==> src/rtl/vic_ctrl.sv <==
module vic_ctrl #(
  parameter int NSRC    = 96,
  parameter bit ALT_MAP = 1'b0
) (
  input  logic            clk,
  input  logic            rst_n,
  input  logic            ext_irq,
  input  logic [NSRC-1:1] src_irq,
  input  logic            bus_wr,
  input  logic            bus_priv,
  input  logic [7:0]      bus_addr,
  input  logic [31:0]     bus_wdata,
  output logic [31:0]     bus_rdata,
  output logic            irq
);
  localparam int NB = NSRC / 32;
  localparam int IW = $clog2(NSRC);
  localparam int W_PEND = 4;
  localparam int W_EN   = ALT_MAP ? 8 : 16;
  localparam int W_MASK = ALT_MAP ? 12 : 20;

  logic [NSRC-1:0] pend_q, en_q, mask_q;
  logic            prot_q, ext_prev_q, ext_hit;
  logic [1:0]      trig_q;
  logic [IW-1:0]   vec_idx;

  wire [5:0]      word   = bus_addr[7:2];
  wire            wr_ok  = bus_wr && (!prot_q || bus_priv);
  wire [NSRC-1:0] active = pend_q & en_q & ~mask_q;
  wire [NSRC-1:0] set_v  = {src_irq, ext_hit};

  assign irq = |active;

  always_comb begin
    case (trig_q)
      2'd0:    ext_hit = !ext_irq;
      2'd1:    ext_hit = ext_irq;
      2'd2:    ext_hit = ext_prev_q && !ext_irq;
      default: ext_hit = !ext_prev_q && ext_irq;
    endcase
  end

  always_ff @(posedge clk or negedge rst_n) begin
    if (!rst_n) begin
      prot_q     <= 1'b0;
      trig_q     <= 2'd0;
      ext_prev_q <= 1'b0;
    end else begin
      ext_prev_q <= ext_irq;
      if (wr_ok && word == 6'd2) prot_q <= bus_wdata[0];
      if (wr_ok && word == 6'd3) trig_q <= bus_wdata[1:0];
    end
  end

  for (genvar b = 0; b < NB; b++) begin : g_bank
    wire [31:0] clr = (wr_ok && word == 6'(W_PEND + b)) ? bus_wdata : 32'd0;
    always_ff @(posedge clk or negedge rst_n) begin
      if (!rst_n) begin
        pend_q[b*32 +: 32] <= '0;
        en_q[b*32 +: 32]   <= '0;
        mask_q[b*32 +: 32] <= '0;
      end else begin
        pend_q[b*32 +: 32] <= (pend_q[b*32 +: 32] & ~clr) | set_v[b*32 +: 32];
        if (wr_ok && word == 6'(W_EN + b))   en_q[b*32 +: 32]   <= bus_wdata;
        if (wr_ok && word == 6'(W_MASK + b)) mask_q[b*32 +: 32] <= bus_wdata;
      end
    end
  end

  always_comb begin
    vec_idx = '0;
    for (int i = NSRC - 1; i >= 0; i--)
      if (active[i]) vec_idx = IW'(i);
  end

  always_comb begin
    bus_rdata = '0;
    if (word == 6'd0) bus_rdata = 32'(vec_idx) << 2;
    if (word == 6'd2) bus_rdata = {31'd0, prot_q};
    if (word == 6'd3) bus_rdata = {30'd0, trig_q};
    for (int b = 0; b < NB; b++) begin
      if (word == 6'(W_PEND + b)) bus_rdata = pend_q[b*32 +: 32];
      if (word == 6'(W_EN + b))   bus_rdata = en_q[b*32 +: 32];
      if (word == 6'(W_MASK + b)) bus_rdata = mask_q[b*32 +: 32];
    end
  end

  a_r1_src_sets_pend: assert property (@(posedge clk) disable iff (!rst_n)
    (|src_irq) |=> ((pend_q[NSRC-1:1] & $past(src_irq)) == $past(src_irq)));

  a_r2_idle_vec_zero: assert property (@(posedge clk) disable iff (!rst_n)
    !irq |-> (vec_idx == '0));

  a_r3_zero_vec_means_src0: assert property (@(posedge clk) disable iff (!rst_n)
    (irq && vec_idx == '0) |-> pend_q[0]);

  a_r7_src0_holds: assert property (@(posedge clk) disable iff (!rst_n)
    (pend_q[0] && !(wr_ok && word == 6'(W_PEND) && bus_wdata[0])) |=> pend_q[0]);

  a_r8_prot_blocks: assert property (@(posedge clk) disable iff (!rst_n)
    (prot_q && bus_wr && !bus_priv) |=>
      ($stable(en_q) && $stable(mask_q) && $stable(trig_q) && $stable(prot_q)));
endmodule

==> config.mk <==
export PLATFORM = sky130hd
export DESIGN_NAME = vic_ctrl
export DESIGN_NICKNAME = d
export VERILOG_FILES = /design/src/rtl/vic_ctrl.sv
export SDC_FILE = /design/constraint.sdc
export NUM_CORES = 1
export LEC_CHECK = 0
export BUFFER_PORTS_ARGS = -buffer_cell sky130_fd_sc_hd__buf_2
export CORE_ASPECT_RATIO = 1.25
export CORE_UTILIZATION = 44
export CTS_BUF_LIST = sky130_fd_sc_hd__clkbuf_8
export DETAILED_ROUTE_END_ITERATION = 12
export GPL_TIMING_DRIVEN = 0
export HOLD_SLACK_MARGIN = 0.05
export PLACE_DENSITY = 0.64
export SYNTH_ARGS = -nofsm -noshare
export SYNTH_HDL_FRONTEND = slang
export SYNTH_SLANG_ARGS = --single-unit
==> constraint.sdc <==
create_clock -name clk -period 3.25 [get_ports clk]
set_input_delay 0.65 -clock clk [delete_from_list [all_inputs] [get_ports clk]]
set_output_delay 0.65 -clock clk [all_outputs]
set_load 0.02 [all_outputs]
==> results.yml, run 1 <==
outcome:
  status: "finished, violations left"
  failed_checks: "negative setup slack"
final_layout:
  drive_gt1_share_pct: 35.1
  num_antenna_cells: 0
  utilization_pct: 55.3
  fill_cells: 2937
  multi_input_area_um2: 7760
  syn2layout_area_growth_pct: 23.4
  final_cell_mix: "dfrtp_1, nand2_1, buf_2"
  final-seq-area_um2: 7310
  final_area_um2: 18600
  layout.cells.most_common: "dfrtp_1"
  nets: 1793
  instances_no_fill: 2114
setup_path:
  crit_slowest_cell: "or4_4"
  start_kind: "flip-flop"
  cp_max_fo: 4
  path_cells: "nand3b_1 -> nand4_1 -> nor4_2 -> and3_4 -> inv_2 -> or4_4 -> a31oi_4 -> buf_6"
  cp-end-kind: "output pin"
  critPathRequiredTime_ns: 2.60
  max_stage_delay_ns: 0.54
  crit_buf_inv: 2
  cpLargestDelayFamily: "simple AND/OR/NAND/NOR gates"
  worstPathArrival_ns: 2.97
  worst-setup-path-type: "flip-flop to output pin"
synth:
  synthFlopType: "dfrtp_1"
  synth_area_per_cell_um2: 11.0
  synth-warning-count: 0
  synth_nets: 1513
  synth_edf_count: 0
  synth_top_area_share_pct: 48.6
  ys_types: 74
  ys_seq_area_share_pct: 48.6
  synthTopCellsByArea: "dfrtp_1, mux2_2, a21o_1"
  synth_top_area_cell: "dfrtp_1"
  synth_area_um2: 15000
  synth-async-reset-ratio_pct: 100
  synthCells: 1373
  ys_seq_elements: 292
route:
  drtIter0Drc: 1316
  vias: 13036
  finalWirelength_um: 52700
  vias_per_cell: 6.17
  antenna_left: 0
  wl_per_cell_um: 24.9
  post-route-drc-count: 0
  drt_first_pass_iters: 6
timing:
  hold_ws_ns: 0.184
  slew_violations: 0
  period_share_pct: 111
  skew_ns: 0.0124
  setup_viol: 8
  final_hold_viol_count: 0
  finalSetupTns_ns: -1.58
  max_slew.worst_pin.slew_ns: 0.945
  rsz0062_at_grt: "yes"
  min_period_ns: 3.62
  maxSlewHeadroom_pct: 36.5
  setup_ws_ns: -0.372
  fmax_mhz: 276
clock_tree:
  clockBufferDepth: 3
  numClockSinks: 292
  numCtsBuffers: 49
  ctsHtreeMaxLevel: 2
  clk-insertion-delay-late_ns: 0.59
  cts_tree: "done"
  path_clk_slew_ns: 0.06
  cts-root-buf: "clkbuf_8"
floorplanning:
  rows: 75
  die_area_um2: 34900
  start_util_pct: 44.8
  die_x_um: 167
  coreArea_um2: 33600
  pin_count: 173
  die_h_um: 209
grt:
  grt_pass1_vias: 13080
  overflow: 0
  antenna_found_initial: 0
  grt_max_degree: 120
  grt_use_total_pct: 30.2
  grt_pass1_wl_um: 78800
power:
  ir_drop_uv: 292
  p_leak_nw: 8.10
  total_power_mw: 9.68
  power.density_nw_per_um2: 521
flow_run:
  drv_cap: 0
placed_design:
  dp_worst_setup_slack_ns: -1.38
  dp_hpwl_um: 37000
  portBuffers: 164
  gp_congestion: 0.933
  dpl_cell_area_um2: 16500
  place_inst: 1962
min_path:
  holdCritPathClass: "input port to flip-flop"
==> logic make-up after synthesis <==
logic type                share of synthesized area [%]
and+or+nand+nor                                    15.2
DFF                                                48.6
AOI/OAI and AO/OA                                  16.9
buffers and inverters                              2.34
muxes                                              16.9
xor gates and xnor gates                          0.116
==> sequential cells by signal, summed over array words and instances, names as in the netlist <==
name and count:
prot_q 1, pend_q 96, trig_q 2, mask_q 96, ext_prev_q 1, en_q 96
==> cell type report <==
| cell class | count | share of cell area, % |
|---|---|---|
| plain buffers | 68 | 2.48 |
| clock buffers | 61 | 4.52 |
| clock inverters | 28 | 0.815 |
| inverters | 9 | 0.182 |
| multi-input cells | 1003 | 41.8 |
| flip-flops and latches | 292 | 39.4 |
| well taps | 423 | 2.85 |
| repair buffers | 230 | 8.01 |
==> repair_timing <==
| action | CTS | global route |
|---|---|---|
| pin swaps | 55 | 18 |
| buffers inserted | 51 | 14 |
| setup endpoints to repair | 33 | 32 |
| endpoints found under the hold margin | 62 | 0 |
| resized for setup | 121 | 77 |
| gates cloned | 0 | 1 |
| hold buffers | 1 | 0 |
==> worst paths after layout <==
path | start | to | slack (ns) | cells after the start
max in group asynchronous | rst_n | pend_q[81] | 1.61 | 3
worst max-delay path | pend_q[19] | bus_rdata[8] | -0.37 | 8
worst min register to register | mask_q[56] | mask_q[56] | 0.51 | 1
worst max register to register | prot_q | en_q[92] | 0.67 | 5
min in group asynchronous | rst_n | pend_q[2] | 0.61 | 2
worst min-delay path | ext_irq | ext_prev_q | 0.18 | 1
==> power breakdown <==
group          internal (mW)  total (mW)  switching [mW]
logic                  0.970        2.16            1.19
clock network           1.77        3.29            1.52
registers               3.97        4.23           0.261
==> metal layers <==
layer / share of wire, % / wire [um] / global-route usage [%]
met3: 7.5 / 3950 / 6.12
met1: 40 / 20900 / 37.7
met5: 0 / 0 / 0
met2: 48 / 25500 / 50.0
met4: 4.6 / 2410 / 14.5
==> cells in the mapped netlist (all sizes together) (3+ instances only) <==
master	instances
dfrtp	292
mux2	193
nand2	180
a21o	97
nand3b	57
o211ai	56
o21ai	56
nor2	46
buf	39
mux2i	37
and3b	34
clkbuf	30
a22oi	26
a222oi	24
nand3	23
a21oi	21
nor3	19
nand4	11
o22ai	10
a2111oi	8
a221oi	8
inv	8
nor2b	8
nor4	8
a211oi	7
nand2b	7
a31oi	6
and2	6
and3	6
a211o	4
o221ai	4
nand4b	3
o21a	3
o31ai	3
Note: power is estimated with default switching activity, not from simulation.
==> run 2: changes to the inputs <==
==> constraint.sdc (replaced) <==
create_clock -name clk -period 3.25 [get_ports clk]
set_input_delay 0.4875 -clock clk [delete_from_list [all_inputs] [get_ports clk]]
set_output_delay 0.4875 -clock clk [all_outputs]
set_load 0.02 [all_outputs]
==> run 2 against run 1 <==
Effect of this change:
- the run still ends with negative setup slack left
- global-route usage grew 0.087 points
- combinational power is essentially flat
- cell count grew 0.90%
- critical path depth is the same
- non-clock buffer count grew 19
- fmax grew 5.3%
- utilization grew 0.23 points
- critical endpoint unchanged
==> results.yml, run 2 (synthesis gave the netlist of run 1 again) <==
final_layout:
  syn2layout_area_growth_pct: 23.9
  utilization_pct: 55.5
  num_antenna_cells: 0
  final-seq-area_um2: 7310
  final_cell_mix: "dfrtp_1, buf_2, nand2_1"
  multi_input_area_um2: 7780
  fill_cells: 2948
  drive_gt1_share_pct: 33.7
  nets: 1812
  top_regs: "en_q: 96 flops, mask_q: 96 flops, pend_q: 96 flops"
  layout.cells.most_common: "dfrtp_1"
timing:
  fmax_mhz: 291
  hold_ws_ns: 0.0612
  setup_viol: 3
  skew_ns: 0.0204
  max_slew.worst_pin.slew_ns: 0.896
  period_share_pct: 106
  slew_violations: 0
  rsz0062_at_grt: "yes"
  maxSlewHeadroom_pct: 39.8
  min_period_ns: 3.44
  setup_ws_ns: -0.191
  final_hold_viol_count: 0
grt:
  grt_pass1_wl_um: 79400
  grt_max_degree: 120
  overflow: 0
  antenna_found_initial: 1
  grt_pass1_vias: 13147
  grt_use_total_pct: 30.3
power:
  p_int_mw: 6.72
  power.density_nw_per_um2: 522
  p_clk_share_pct: 34.1
  p_sw_mw: 3.01
  p_leak_nw: 8.12
  swShare_pct: 30.9
  power_frac_comb_pct: 22.5
  seqPwrFrac_pct: 43.5
  total_power_mw: 9.73
  ir_drop_uv: 300
flow_run:
  drv_cap: 0
placed_design:
  portBuffers: 164
  dp_hpwl_um: 37000
  dp_worst_setup_slack_ns: -1.05
  gp_congestion: 0.933
floorplanning:
  start_util_pct: 44.8
  rows: 75
  die_h_um: 209
  die_area_um2: 34900
  coreArea_um2: 33600
  pin_count: 173
  die_x_um: 167
route:
  drtIter0Drc: 1518
  antenna_left: 0
  vias_per_cell: 6.14
  drt_first_pass_iters: 8
  vias: 13089
  wl_per_cell_um: 24.6
  post-route-drc-count: 0
  finalWirelength_um: 52500
clock_tree:
  cts-root-buf: "clkbuf_8"
  ctsHtreeMaxLevel: 2
  clk-insertion-delay-late_ns: 0.60
  cts_tree: "done"
  path_clk_slew_ns: 0.06
  numClockSinks: 292
  numCtsBuffers: 49
  clockBufferDepth: 3
setup_path:
  cp_max_fo: 4
  max_stage_delay_ns: 0.53
  critPathRequiredTime_ns: 2.76
  worstPathArrival_ns: 2.95
  start_kind: "flip-flop"
  worst-setup-path-type: "flip-flop to output pin"
  crit_slowest_cell: "or4_4"
  path_cells: "nand3b_1 -> nand4_1 -> nor4_2 -> and3_4 -> inv_2 -> or4_4 -> a31oi_4 -> buf_6"
  cp-end-kind: "output pin"
min_path:
  holdCritPathClass: "input port to flip-flop"
outcome:
  status: "finished, violations left"
  failed_checks: "negative setup slack"
[run 2: cell types whose count changed in the layout (fill, tap and decap cells not counted), sizes merged]
cell and delta:
dlygate4sd3 +35, buf -16, clkbuf -1, clkdlybuf4s15 +1
[run 2: worst paths after layout]
kind                       slack, ns        start  cells past startpoint      endpoint
setup / recovery               -0.19   pend_q[19]                      8  bus_rdata[8]
max in group asynchronous       1.77        rst_n                      3    pend_q[17]
min in group asynchronous       0.44        rst_n                      2    mask_q[35]
hold reg to reg                 0.50   mask_q[80]                      1    mask_q[80]
setup reg to reg                0.71       prot_q                      5      en_q[92]
hold / removal                  0.06  src_irq[12]                      2    pend_q[12]
[run 2: area by class of cell]
| type | count | area share, % |
|---|---|---|
| clock inverter | 28 | 0.812 |
| sequential | 292 | 39.2 |
| timing repair buffer | 249 | 8.80 |
| inverter | 9 | 0.181 |
| clock buffer | 61 | 4.50 |
| tap | 423 | 2.84 |
| multi-input combinational | 1003 | 41.7 |
| buffer | 68 | 1.95 |
[run 2: power by group through the flow]
| stage | Sequential (mW) | Combinational (mW) | Clock (mW) |
|---|---|---|---|
| detailed placement | 4.28 | 1.76 | 0 |
| global route | 4.27 | 2.34 | 3.50 |
| floorplan | 4.20 | 1.13 | 0 |
| global placement | 4.26 | 1.74 | 0 |
| CTS | 4.22 | 2.07 | 3.35 |
| finish | 4.23 | 2.19 | 3.31 |
[run 2: critical path, delay by kind of cell (launching register included)]
kind                   cells  cell delay [ns]
buffers and inverters      2             0.18
DFF                        1             0.42
and+or+nand+nor            5             1.58
AOI/OAI and AO/OA          1             0.18
[run 2: through the flow]
step | instances | TNS, ns | area, um^2
6_report | 2133 | -0.377 | 18600
3_3_place_gp | 1960 | -1140.93 | 16400
4_1_cts | 2123 | -1.68 | 18400
2_1_floorplan | 1373 | 0 | 15000
5_1_grt | 2133 | -0.697 | 18600
3_5_place_dp | 1962 | -13.01 | 16500
[run 2: timing repair]
item / CTS / global route
gates cloned: 0 / 0
hold buffers: 36 / 0
resized for setup: 80 / 56
pin swaps: 44 / 25
setup endpoints to repair: 32 / 29
setup buffers: 37 / 12
endpoints found under the hold margin: 97 / 0
[run 2: routing by layer]
| layer | global-route usage, % | share of wire [%] |
|---|---|---|
| met5 | 0 | 0.017 |
| met4 | 14.0 | 4.5 |
| met3 | 5.70 | 7.3 |
| met2 | 50.5 | 48 |
| met1 | 38.0 | 40 |
==> run 3: changes to the inputs <==
clock period = 4.35 ns   (was 3.25 ns; I/O delays follow)
==> run 3 against run 2 <==
Effect of this change:
- the flow now finishes without violations
- sequential share of layout area grew 2.6 points
- non-clock buffer count shrank 81
- sequential power shrank 25%
- via count shrank 3.7%
- critical endpoint is now bus_rdata[31]
- global-route usage shrank 0.72 points
- setup slack gained 0.40 ns
- count of clock-buffer cells in the layout is the same
- combinational power shrank 39%
- routed wire length shrank 2.3%
==> results.yml, run 3 (synthesis gave the netlist of run 1 again) <==
floorplanning:
  pin_count: 173
  start_util_pct: 44.8
  coreArea_um2: 33600
  die_area_um2: 34900
  rows: 75
  die_h_um: 209
  die_x_um: 167
timing:
  skew_ns: 0.0120
  slew_violations: 0
  period_share_pct: 95.2
  fmax_mhz: 241
  setup_viol: 0
  min_period_ns: 4.14
  max_slew.worst_pin.slew_ns: 0.999
  rsz0062_at_grt: "no"
  final_hold_viol_count: 0
  maxSlewHeadroom_pct: 32.8
power:
  seqPwrFrac_pct: 45.4
  p_sw_mw: 2.11
  p_int_mw: 4.85
  swShare_pct: 30.3
  p_clk_share_pct: 35.3
  power.density_nw_per_um2: 398
  power_frac_comb_pct: 19.3
  total_power_mw: 6.96
  p_leak_nw: 7.60
  ir_drop_uv: 218
clock_tree:
  path_clk_slew_ns: 0.06
  cts_tree: "done"
  clockBufferDepth: 3
  cts-root-buf: "clkbuf_8"
  numClockSinks: 292
  numCtsBuffers: 49
  clk-insertion-delay-late_ns: 0.60
  ctsHtreeMaxLevel: 2
final_layout:
  drive_gt1_share_pct: 28.1
  final_cell_mix: "dfrtp_1, buf_2, nand2_1"
  syn2layout_area_growth_pct: 16.1
  top_regs: "en_q: 96 flops, mask_q: 96 flops, pend_q: 96 flops"
  layout.cells.most_common: "dfrtp_1"
  nets: 1731
  num_antenna_cells: 0
  instances_no_fill: 2052
setup_path:
  worstPathArrival_ns: 3.49
  max_stage_delay_ns: 0.74
  critPathRequiredTime_ns: 3.70
  path_cells: "buf_2 -> nor3_1 -> and3_1 -> clkbuf_1 -> clkbuf_1 -> a222oi_1 -> o211ai_1 -> o21ai_1 -> o211ai_1 -> buf_2"
  crit_slowest_cell: "clkbuf_1"
  cp-end-kind: "output pin"
  cpLargestDelayFamily: "buffers and inverters"
  start_kind: "input port"
  crit_buf_inv: 4
  worst-setup-path-type: "input port to output pin"
  cp_max_fo: 10
outcome:
  status: "completed"
grt:
  grt_pass1_vias: 12620
  grt_max_degree: 120
  grt_pass1_wl_um: 77100
  overflow: 0
  antenna_found_initial: 0
  grt_use_total_pct: 29.6
placed_design:
  portBuffers: 164
  gp_congestion: 0.933
  place_inst: 1962
  dp_hpwl_um: 37000
route:
  wl_per_cell_um: 25.0
  drtIter0Drc: 1251
  post-route-drc-count: 0
  drt_first_pass_iters: 9
  vias: 12609
  finalWirelength_um: 51300
  antenna_left: 0
  vias_per_cell: 6.14
flow_run:
  drv_cap: 0
min_path:
  holdCritPathClass: "input port to flip-flop"
run 3: changes by cell type in the layout (fill, tap and decap cells not counted), moves of 5 or more:
cell / delta
buf_4: -51
dlygate4sd3_1: -35
clkbuf_1: +18
clkbuf_2: -16
buf_2: +8
o21ai_0: +7
a2111oi_0: +6
nor3_1: +6
o21ai_2: -5
run 3: power by group through the flow:
stage | registers [mW] | clock network, mW | logic (mW)
after floorplan | 3.14 | 0 | 0.846
after global placement | 3.18 | 0 | 1.30
after detailed placement | 3.20 | 0 | 1.32
after CTS | 3.15 | 2.51 | 1.33
after global routing | 3.19 | 2.61 | 1.45
final | 3.16 | 2.46 | 1.34
run 3: stage by stage:
step	cell area [um^2]	util [%]	setup TNS [ns]	hold slack (ns)	setup slack, ns
after floorplan	15000	-	0	0.357	1.31
after global placement	16400	48.8	-854.88	0.480	-2.95
after detailed placement	16500	49.0	-0.283	0.489	-0.283
after CTS	17500	52.0	0	0.158	0.00136
after global routing	17500	52.0	0	0.170	0.111
final	17500	52.0	0	0.180	0.209
run 3: per-layer routing:
metal  track usage, %  wire [um]
met1             37.3      21000
met4             13.4       2260
met2             49.1      24700
met5                0          0
met3             5.72       3350
run 3: worst paths after layout:
kind / start / to / slack [ns] / depth (start not counted)
min: ext_irq / ext_prev_q / 0.18 / 1
max in group asynchronous: rst_n / pend_q[80] / 2.74 / 3
min in group asynchronous: rst_n / pend_q[2] / 0.61 / 2
max reg2reg: prot_q / en_q[92] / 1.77 / 5
min reg2reg: mask_q[61] / mask_q[61] / 0.50 / 1
max: bus_addr[5] / bus_rdata[31] / 0.21 / 10
run 3: final cells by class:
type                    count  area [um^2]
flip-flops and latches    292         7310
repair buffers            167          896
inverters                   9         33.8
fillers                  3026        16100
clock inverters            28          151
multi-input cells        1003         7400
plain buffers              69          319
clock buffers              61          840
well taps                 423          529
run 3: repair_timing:
action,CTS,global route
endpoints found under the hold margin,62,0
buffers inserted,0,0
hold buffers,1,0
setup endpoints to repair,1,4
gates resized for setup,1,2
